[src/rtl/fp16dot_pkg.sv]
package fp16dot_pkg;

    localparam int FIX_W   = 82;
    localparam int DOT_LSB = -48;
    localparam logic [31:0] QNAN = 32'h7FC0_0000;

    typedef enum logic [1:0] {
        RM_NEAREST = 2'd0,
        RM_ZERO    = 2'd1,
        RM_UP      = 2'd2,
        RM_DOWN    = 2'd3
    } rmode_e;

    typedef enum logic [1:0] {ST_IDLE, ST_DOT, ST_ACC, ST_DONE} phase_e;

    typedef struct packed {
        logic [31:0] acc;
        logic [31:0] op_a;
        logic [31:0] op_b;
        rmode_e      rm;
    } dot_req_t;

    // value = sig * 2^ulp for finite numbers
    typedef struct packed {
        logic              sgn;
        logic              is_nan;
        logic              is_inf;
        logic              is_zero;
        logic [23:0]       sig;
        logic signed [9:0] ulp;
    } fpnum_t;

    function automatic fpnum_t unpack_h(input logic [15:0] h);
        fpnum_t r;
        r.sgn     = h[15];
        r.is_nan  = (&h[14:10]) & (|h[9:0]);
        r.is_inf  = (&h[14:10]) & ~(|h[9:0]);
        r.is_zero = ~(|h[14:0]);
        r.sig     = {13'd0, |h[14:10], h[9:0]};
        r.ulp     = (h[14:10] == 5'd0) ? -10'sd24 : $signed({5'd0, h[14:10]}) - 10'sd25;
        return r;
    endfunction

    function automatic fpnum_t unpack_s(input logic [31:0] f);
        fpnum_t r;
        r.sgn     = f[31];
        r.is_nan  = (&f[30:23]) & (|f[22:0]);
        r.is_inf  = (&f[30:23]) & ~(|f[22:0]);
        r.is_zero = ~(|f[30:0]);
        r.sig     = {|f[30:23], f[22:0]};
        r.ulp     = (f[30:23] == 8'd0) ? -10'sd149 : $signed({2'd0, f[30:23]}) - 10'sd150;
        return r;
    endfunction

    function automatic logic zero_sign(input logic sa, input logic sb, input rmode_e rm);
        return (sa == sb) ? sa : (rm == RM_DOWN);
    endfunction

    function automatic logic [31:0] overflow_val(input logic sgn, input rmode_e rm);
        logic to_inf;
        case (rm)
            RM_NEAREST: to_inf = 1'b1;
            RM_ZERO:    to_inf = 1'b0;
            RM_UP:      to_inf = ~sgn;
            default:    to_inf = sgn;
        endcase
        return to_inf ? {sgn, 8'hFF, 23'd0} : {sgn, 8'hFE, 23'h7F_FFFF};
    endfunction

    // Round the nonzero value mag * 2^ex to single precision.
    function automatic logic [31:0] round_fp32(input logic sgn, input logic [FIX_W-1:0] mag,
                                               input int ex, input rmode_e rm);
        int p, e, q, s, be;
        logic [FIX_W-1:0] kept;
        logic g, st, inc;
        logic [24:0] k25;
        p = 0;
        for (int i = 0; i < FIX_W; i++) if (mag[i]) p = i;
        e = p + ex;
        q = e - 23;
        if (q < -149) q = -149;
        s = q - ex;
        g  = 1'b0;
        st = 1'b0;
        if (s <= 0) begin
            kept = mag << (-s);
        end else begin
            kept = mag >> s;
            g    = mag[s-1];
            st   = |(mag & ((FIX_W'(1) << (s - 1)) - FIX_W'(1)));
        end
        case (rm)
            RM_NEAREST: inc = g & (st | kept[0]);
            RM_ZERO:    inc = 1'b0;
            RM_UP:      inc = (g | st) & ~sgn;
            default:    inc = (g | st) & sgn;
        endcase
        k25 = kept[24:0] + 25'(inc);
        if (k25[24]) begin
            k25 = k25 >> 1;
            q   = q + 1;
        end
        if (!k25[23]) return {sgn, 8'd0, k25[22:0]};
        be = q + 150;
        if (be >= 255) return overflow_val(sgn, rm);
        return {sgn, be[7:0], k25[22:0]};
    endfunction

endpackage

[src/rtl/fp16_pair_dot.sv]
module fp16_pair_dot
    import fp16dot_pkg::*;
(
    input  logic [31:0] op_a,
    input  logic [31:0] op_b,
    input  rmode_e      rm,
    output logic [31:0] dot
);
    localparam int LANES = 2;
    localparam int HW    = 16;

    logic [LANES-1:0] p_sgn, p_inf, p_nan;
    logic [FIX_W-1:0] p_mag [LANES];

    // Exact lane products, aligned to a common 2^DOT_LSB grid
    for (genvar l = 0; l < LANES; l++) begin : g_lane
        fpnum_t xa, xb;
        assign xa = unpack_h(op_a[HW*l +: HW]);
        assign xb = unpack_h(op_b[HW*l +: HW]);
        assign p_sgn[l] = xa.sgn ^ xb.sgn;
        assign p_nan[l] = xa.is_nan | xb.is_nan | (xa.is_inf & xb.is_zero) | (xa.is_zero & xb.is_inf);
        assign p_inf[l] = xa.is_inf | xb.is_inf;
        assign p_mag[l] = (FIX_W'(xa.sig[10:0]) * FIX_W'(xb.sig[10:0]))
                          << (int'(xa.ulp) + int'(xb.ulp) - DOT_LSB);
    end

    always_comb begin
        logic [FIX_W-1:0] mag;
        logic s;
        mag = '0;
        s   = 1'b0;
        if (p_sgn[0] == p_sgn[1]) begin
            mag = p_mag[0] + p_mag[1];
            s   = p_sgn[0];
        end else if (p_mag[0] >= p_mag[1]) begin
            mag = p_mag[0] - p_mag[1];
            s   = p_sgn[0];
        end else begin
            mag = p_mag[1] - p_mag[0];
            s   = p_sgn[1];
        end
        if ((|p_nan) || ((&p_inf) && (p_sgn[0] != p_sgn[1])))
            dot = QNAN;
        else if (|p_inf)
            dot = {p_inf[0] ? p_sgn[0] : p_sgn[1], 8'hFF, 23'd0};
        else if (mag == '0)
            dot = {zero_sign(p_sgn[0], p_sgn[1], rm), 31'd0};
        else
            dot = round_fp32(s, mag, DOT_LSB, rm);
    end
endmodule

[src/rtl/fp32_acc_add.sv]
module fp32_acc_add
    import fp16dot_pkg::*;
(
    input  logic [31:0] acc,
    input  logic [31:0] dot,
    input  rmode_e      rm,
    output logic [31:0] sum
);
    localparam int SIG_W = 24;
    localparam int EXT_W = SIG_W + 3;   // guard, round, sticky

    always_comb begin
        fpnum_t ux, uy, hi, lo;
        logic [EXT_W-1:0] hx, lx, lfull;
        logic [EXT_W:0] r;
        logic rs;
        int d;
        ux = unpack_s(acc);
        uy = unpack_s(dot);
        if (uy.ulp > ux.ulp) begin
            hi = uy; lo = ux;
        end else begin
            hi = ux; lo = uy;
        end
        d     = int'(hi.ulp) - int'(lo.ulp);
        hx    = {hi.sig, 3'b000};
        lfull = {lo.sig, 3'b000};
        if (d >= EXT_W)
            lx = {{(EXT_W-1){1'b0}}, |lo.sig};
        else
            lx = (lfull >> d) | {{(EXT_W-1){1'b0}}, |(lfull & ((EXT_W'(1) << d) - EXT_W'(1)))};
        if (hi.sgn == lo.sgn) begin
            r = {1'b0, hx} + {1'b0, lx};
            rs = hi.sgn;
        end else if (hx >= lx) begin
            r = {1'b0, hx - lx};
            rs = hi.sgn;
        end else begin
            r = {1'b0, lx - hx};
            rs = lo.sgn;
        end
        if (ux.is_nan | uy.is_nan | (ux.is_inf & uy.is_inf & (ux.sgn != uy.sgn)))
            sum = QNAN;
        else if (ux.is_inf)
            sum = {ux.sgn, 8'hFF, 23'd0};
        else if (uy.is_inf)
            sum = {uy.sgn, 8'hFF, 23'd0};
        else if (r == '0)
            sum = {zero_sign(ux.sgn, uy.sgn, rm), 31'd0};
        else
            sum = round_fp32(rs, FIX_W'(r), int'(hi.ulp) - 3, rm);
    end
endmodule

[src/rtl/fp16_dot_acc.sv]
module fp16_dot_acc
    import fp16dot_pkg::*;
#(
    parameter logic [31:0] NEG_MASK = 32'h8000_8000
) (
    input  logic        clk,
    input  logic        rst,
    input  logic        in_valid,
    output logic        in_ready,
    input  logic [31:0] in_acc,
    input  logic [31:0] in_op_a,
    input  logic [31:0] in_op_b,
    input  logic        in_negate,
    input  logic [1:0]  in_rmode,
    output logic        out_valid,
    input  logic        out_ready,
    output logic [31:0] out_acc
);
    phase_e      state_q;
    dot_req_t    req_q;
    logic [31:0] dot_q, res_q, dot_w, sum_w;

    assign in_ready  = (state_q == ST_IDLE);
    assign out_valid = (state_q == ST_DONE);
    assign out_acc   = res_q;

    fp16_pair_dot u_dot (
        .op_a (req_q.op_a),
        .op_b (req_q.op_b),
        .rm   (req_q.rm),
        .dot  (dot_w)
    );

    fp32_acc_add u_add (
        .acc (req_q.acc),
        .dot (dot_q),
        .rm  (req_q.rm),
        .sum (sum_w)
    );

    always_ff @(posedge clk) begin
        if (rst) begin
            state_q <= ST_IDLE;
            req_q   <= '0;
            dot_q   <= '0;
            res_q   <= '0;
        end else begin
            case (state_q)
                ST_IDLE: if (in_valid) begin
                    req_q.acc  <= in_acc;
                    req_q.op_a <= in_op_a ^ (in_negate ? NEG_MASK : 32'd0);
                    req_q.op_b <= in_op_b;
                    req_q.rm   <= rmode_e'(in_rmode);
                    state_q    <= ST_DOT;
                end
                ST_DOT: begin
                    dot_q   <= dot_w;
                    state_q <= ST_ACC;
                end
                ST_ACC: begin
                    res_q   <= sum_w;
                    state_q <= ST_DONE;
                end
                default: if (out_ready) state_q <= ST_IDLE;
            endcase
        end
    end

    // a held result does not move while the consumer stalls
    a_r9_hold_stall: assert property (@(posedge clk) disable iff (rst)
        out_valid && !out_ready |=> out_valid && $stable(out_acc));

    // a result appears exactly three edges after its accept
    a_r9_latency: assert property (@(posedge clk) disable iff (rst)
        $rose(out_valid) |-> $past(in_valid && in_ready, 3));

    // taking the result frees the input side on the next edge
    a_r9_ready_after: assert property (@(posedge clk) disable iff (rst)
        out_valid && out_ready |=> in_ready);

    // any NaN leaving the block is the canonical one
    a_r6_out_nan: assert property (@(posedge clk) disable iff (rst)
        out_valid && (&out_acc[30:23]) && (|out_acc[22:0]) |-> out_acc == QNAN);

    // any NaN from the dot stage is the canonical one
    a_r6_dot_nan: assert property (@(posedge clk) disable iff (rst)
        (state_q == ST_ACC) && (&dot_q[30:23]) && (|dot_q[22:0]) |-> dot_q == QNAN);
endmodule

[config.mk]
export PLATFORM = sky130hd
export DESIGN_NAME = fp16_dot_acc
export DESIGN_NICKNAME = d
export VERILOG_FILES = /design/src/rtl/fp16dot_pkg.sv /design/src/rtl/fp16_pair_dot.sv /design/src/rtl/fp32_acc_add.sv /design/src/rtl/fp16_dot_acc.sv
export SDC_FILE = /design/constraint.sdc
export NUM_CORES = 2
export LEC_CHECK = 0
export BUFFER_PORTS_ARGS = -buffer_cell sky130_fd_sc_hd__buf_2
export CAP_MARGIN = 20
export CELL_PAD_IN_SITES_DETAIL_PLACEMENT = 1
export CELL_PAD_IN_SITES_GLOBAL_PLACEMENT = 2
export CORE_UTILIZATION = 30
export DETAILED_ROUTE_END_ITERATION = 8
export PLACE_DENSITY = 0.79
export SLEW_MARGIN = 40
export SYNTH_ARGS = -nofsm -noshare
export SYNTH_HDL_FRONTEND = slang
export SYNTH_SLANG_ARGS = --single-unit
[constraint.sdc]
create_clock -name clk -period 31.5 [get_ports clk]
set_clock_uncertainty 0.1 [all_clocks]
set_input_delay 1.575 -clock clk [delete_from_list [all_inputs] [get_ports clk]]
set_output_delay 1.575 -clock clk [all_outputs]
set_load 0.02 [all_outputs]
==> summary.txt <==
Status
  – Status: complete, no violations

Cells and area
  – Area Overhead vs Synth: 7.236%
  – Final #Nets: 10660
  – Layout cell share with drive strength beyond 1: ~8.6%
  – Non-Filler Instances: 12730
  – Area occupied by multi-input gates: around 0.058 mm2
  – Register area: 0.003283 mm2
  – Fillers: 27970

Drt
  – Drt first pass iters: 5
  – Total Wirelength: around 360 mm
  – Drt wl/cell: between 20 and 30 um
  – Vias/cell: 6.240
  – Initial DRC Count: 7252
  – Routed Antenna Nets: 0
  – Routed via count: roughly 79000
  – DRC: 0

Yosys
  – Synth Flop Type: dfxtp_1
  – Synth warn: 0
  – Distinct cells, synth: 138
  – Post-synthesis sequential area ratio: 4.960%
  – Cells after Synth: 10080
  – Post-Syn Area: 0.06619 mm2
  – #FFs+latches synth: 164
  – Syn Area/Cell: 6.565 um2
  – Number of synthesized flops with an enable pin: 0
  – Asr flop ratio synth: 0%
  – Post-Syn Nets: 10900

Setup path
  – Crit Path Max Fanout: 32
  – Worst path bufs/invs: 16
  – Worst path required time: 31.80 ns
  – Worst stage delay on the critical path: 0.82 ns
  – Crit-path slowest cell: ha_1
  – Most used cell along the critical path: inv_1
  – Worst Setup Path Type: reg -> reg
  – Crit-path leading delay family: compound AO/OA/AOI/OAI gates
  – Crit path capture type: flip-flop
  – Arrival time worst endpoint: 30.08 ns
  – CP Launch Type: flip-flop

CTS
  – CTS tree: yes
  – TritonCTS Buffers: 17
  – TritonCTS Sinks: 164
  – Max clock buf depth: 2
  – Worst-path clk slew: 0.08 ns
  – H-tree depth: 4
  – Clock root buffer: clkbuf_16
  – Clk Latency, worst-skew pair: 0.53 ns

STA
  – Pins Over Slew Limit: 0
  – Rel. slew slack: 35.00%
  – Least-Margin Pin Slew: 0.9715 ns
  – Max Freq: roughly 34 MHz
  – RSZ-0062 raised after global routing: no
  – Final hold vios: 0
  – Min Tclk post-route: 29.78 ns
  – Final Cycle Share: 94.56%
  – Setup TNS: 0 ns
  – Setup violations, final: 0

GRT
  – Tot GR Track Use: a little under a third
  – Number of global-route vias before repair: 80040
  – Largest net degree at the start of global routing: 117
  – Initial antenna violation count: 5
  – First-pass GRT wire length: 528.9 mm
  – Gr ovfl total: 0

Place
  – RD Place Congestion: ~1
  – Port bufs: 136
  – Placed cells: 12690
  – Post-DP HPWL: approximately 290 mm

Floorplan
  – Initial Util: between 30% and 40%
  – Die area: 0.2225 mm2
  – IO Count: 137
  – Die W: 471.7 um
  – Die Ht: 471.7 um
  – Core ar.: approximately 0.22 mm2
  – Core Rows: about 170

Hold path
  – Hold/Removal Path Class: reg -> reg

Run
  – Max Cap Viol: 0
metrics by stage:
step / hold slack (ns) / utilization (%) / cell area (um2) / setup slack (ns)
2_1_floorplan: 0.3478 / - / 66190 / 7.221
3_3_place_gp: 0.3593 / 31.88 / 69980 / 1.753
3_5_place_dp: 0.3726 / 31.97 / 70190 / 1.494
4_1_cts: 0.3830 / 32.25 / 70790 / 1.386
5_1_grt: 0.4032 / 32.34 / 70980 / 0.02374
6_report: 0.3772 / 32.34 / 70980 / 1.715
state kept, by name (all words and copies together) (netlist names):
signal   count
state_q      2
dot_q       32
out_acc     32
req_q       98
worst reg2reg max path, delay by kind of cell, from the launching register on:
family	cells	cell delay [ns]
xor+xnor	3	1.23
mux	1	0.23
flops	1	0.35
buf+inv	16	3.39
simple gates	31	9.19
fa+ha+maj	14	5.96
compound gates	37	9.22
kinds of logic (layout without fill, tap and decap cells):
group | count (synthesis) | count (layout) | synth area share [%]
and+or+nand+nor | 3781 | 3781 | 26.76
buffers and inverters | 1383 | 1156 | 8.249
DFF | 164 | 164 | 4.960
AOI/OAI and AO/OA | 3239 | 3239 | 32.09
other | 0 | 2 | 0
xor gates and xnor gates | 325 | 325 | 4.415
muxes | 476 | 476 | 8.082
adders and majority gates | 715 | 715 | 15.44
cell type report:
class	instances	area share (%)
flip-flops and latches	164	4.625
repair buffers	362	3.412
clock buffers	19	0.6240
diodes	2	0.007051
inverters	762	4.031
multi-input cells	8536	82.01
clock inverters	13	0.2274
well taps	2871	5.061
path summary, 6_finish.rpt:
check        cells past startpoint              startpoint                      to  slack [ns]
max                            102  req_q[12]$_SDFFE_PP0P_   dot_q[3]$_SDFFE_PP0P_        1.72
min reg2reg                      2  req_q[17]$_SDFFE_PP0P_  req_q[17]$_SDFFE_PP0P_        0.38
min                              2  req_q[17]$_SDFFE_PP0P_  req_q[17]$_SDFFE_PP0P_        0.38
max reg2reg                    102  req_q[12]$_SDFFE_PP0P_   dot_q[3]$_SDFFE_PP0P_        1.72
cell usage after synthesis, drive strengths merged (170+ instances only):
cell / instances / share of area, %
nand2: 1213 / 6.9
inv: 754 / 4.3
xnor2: 230 / 3.1
o21ai: 677 / 5.2
nor2: 1091 / 6.2
ha: 544 / 10
and2: 204 / 1.9
buf: 174 / 1.4
fa: 170 / 5.1
a21oi: 969 / 7.4
mux2i: 360 / 5.5
clkbuf: 446 / 2.5
nor3: 260 / 2.0
nand3: 245 / 1.9
layout by cell type, fill, tap and decap left out, types with 218 or more instances in the layout:
| master | count |
|---|---|
| o21ai_0 | 626 |
| inv_1 | 746 |
| nand3_1 | 244 |
| ha_1 | 542 |
| mux2i_1 | 354 |
| nor3_1 | 255 |
| nand2_1 | 1206 |
| nor2_1 | 1077 |
| a21oi_1 | 960 |
| buf_4 | 218 |
timing repair:
item | in CTS | in global routing
endpoints found under the setup margin | 0 | 54
endpoints found under the hold margin | 0 | 0
resized for setup | 0 | 8
hold buffers | 0 | 0
setup buffers | 0 | 3
metal layers:
| layer | track usage, % | vias to the layer above | wire, um | share of wire [%] |
|---|---|---|---|---|
| met5 | 0 | - | 25 | 0.0070 |
| met4 | 17.12 | 4 | 23250 | 6.5 |
| met3 | 3.189 | 754 | 19880 | 5.6 |
| met2 | 51.83 | 3024 | 165300 | 46 |
| met1 | 38.15 | 39910 | 147200 | 41 |
| li1 | - | 35740 | - | - |
Power is not shown: default switching activity piles up to over one toggle a cycle in this logic, so the estimate is an artifact.
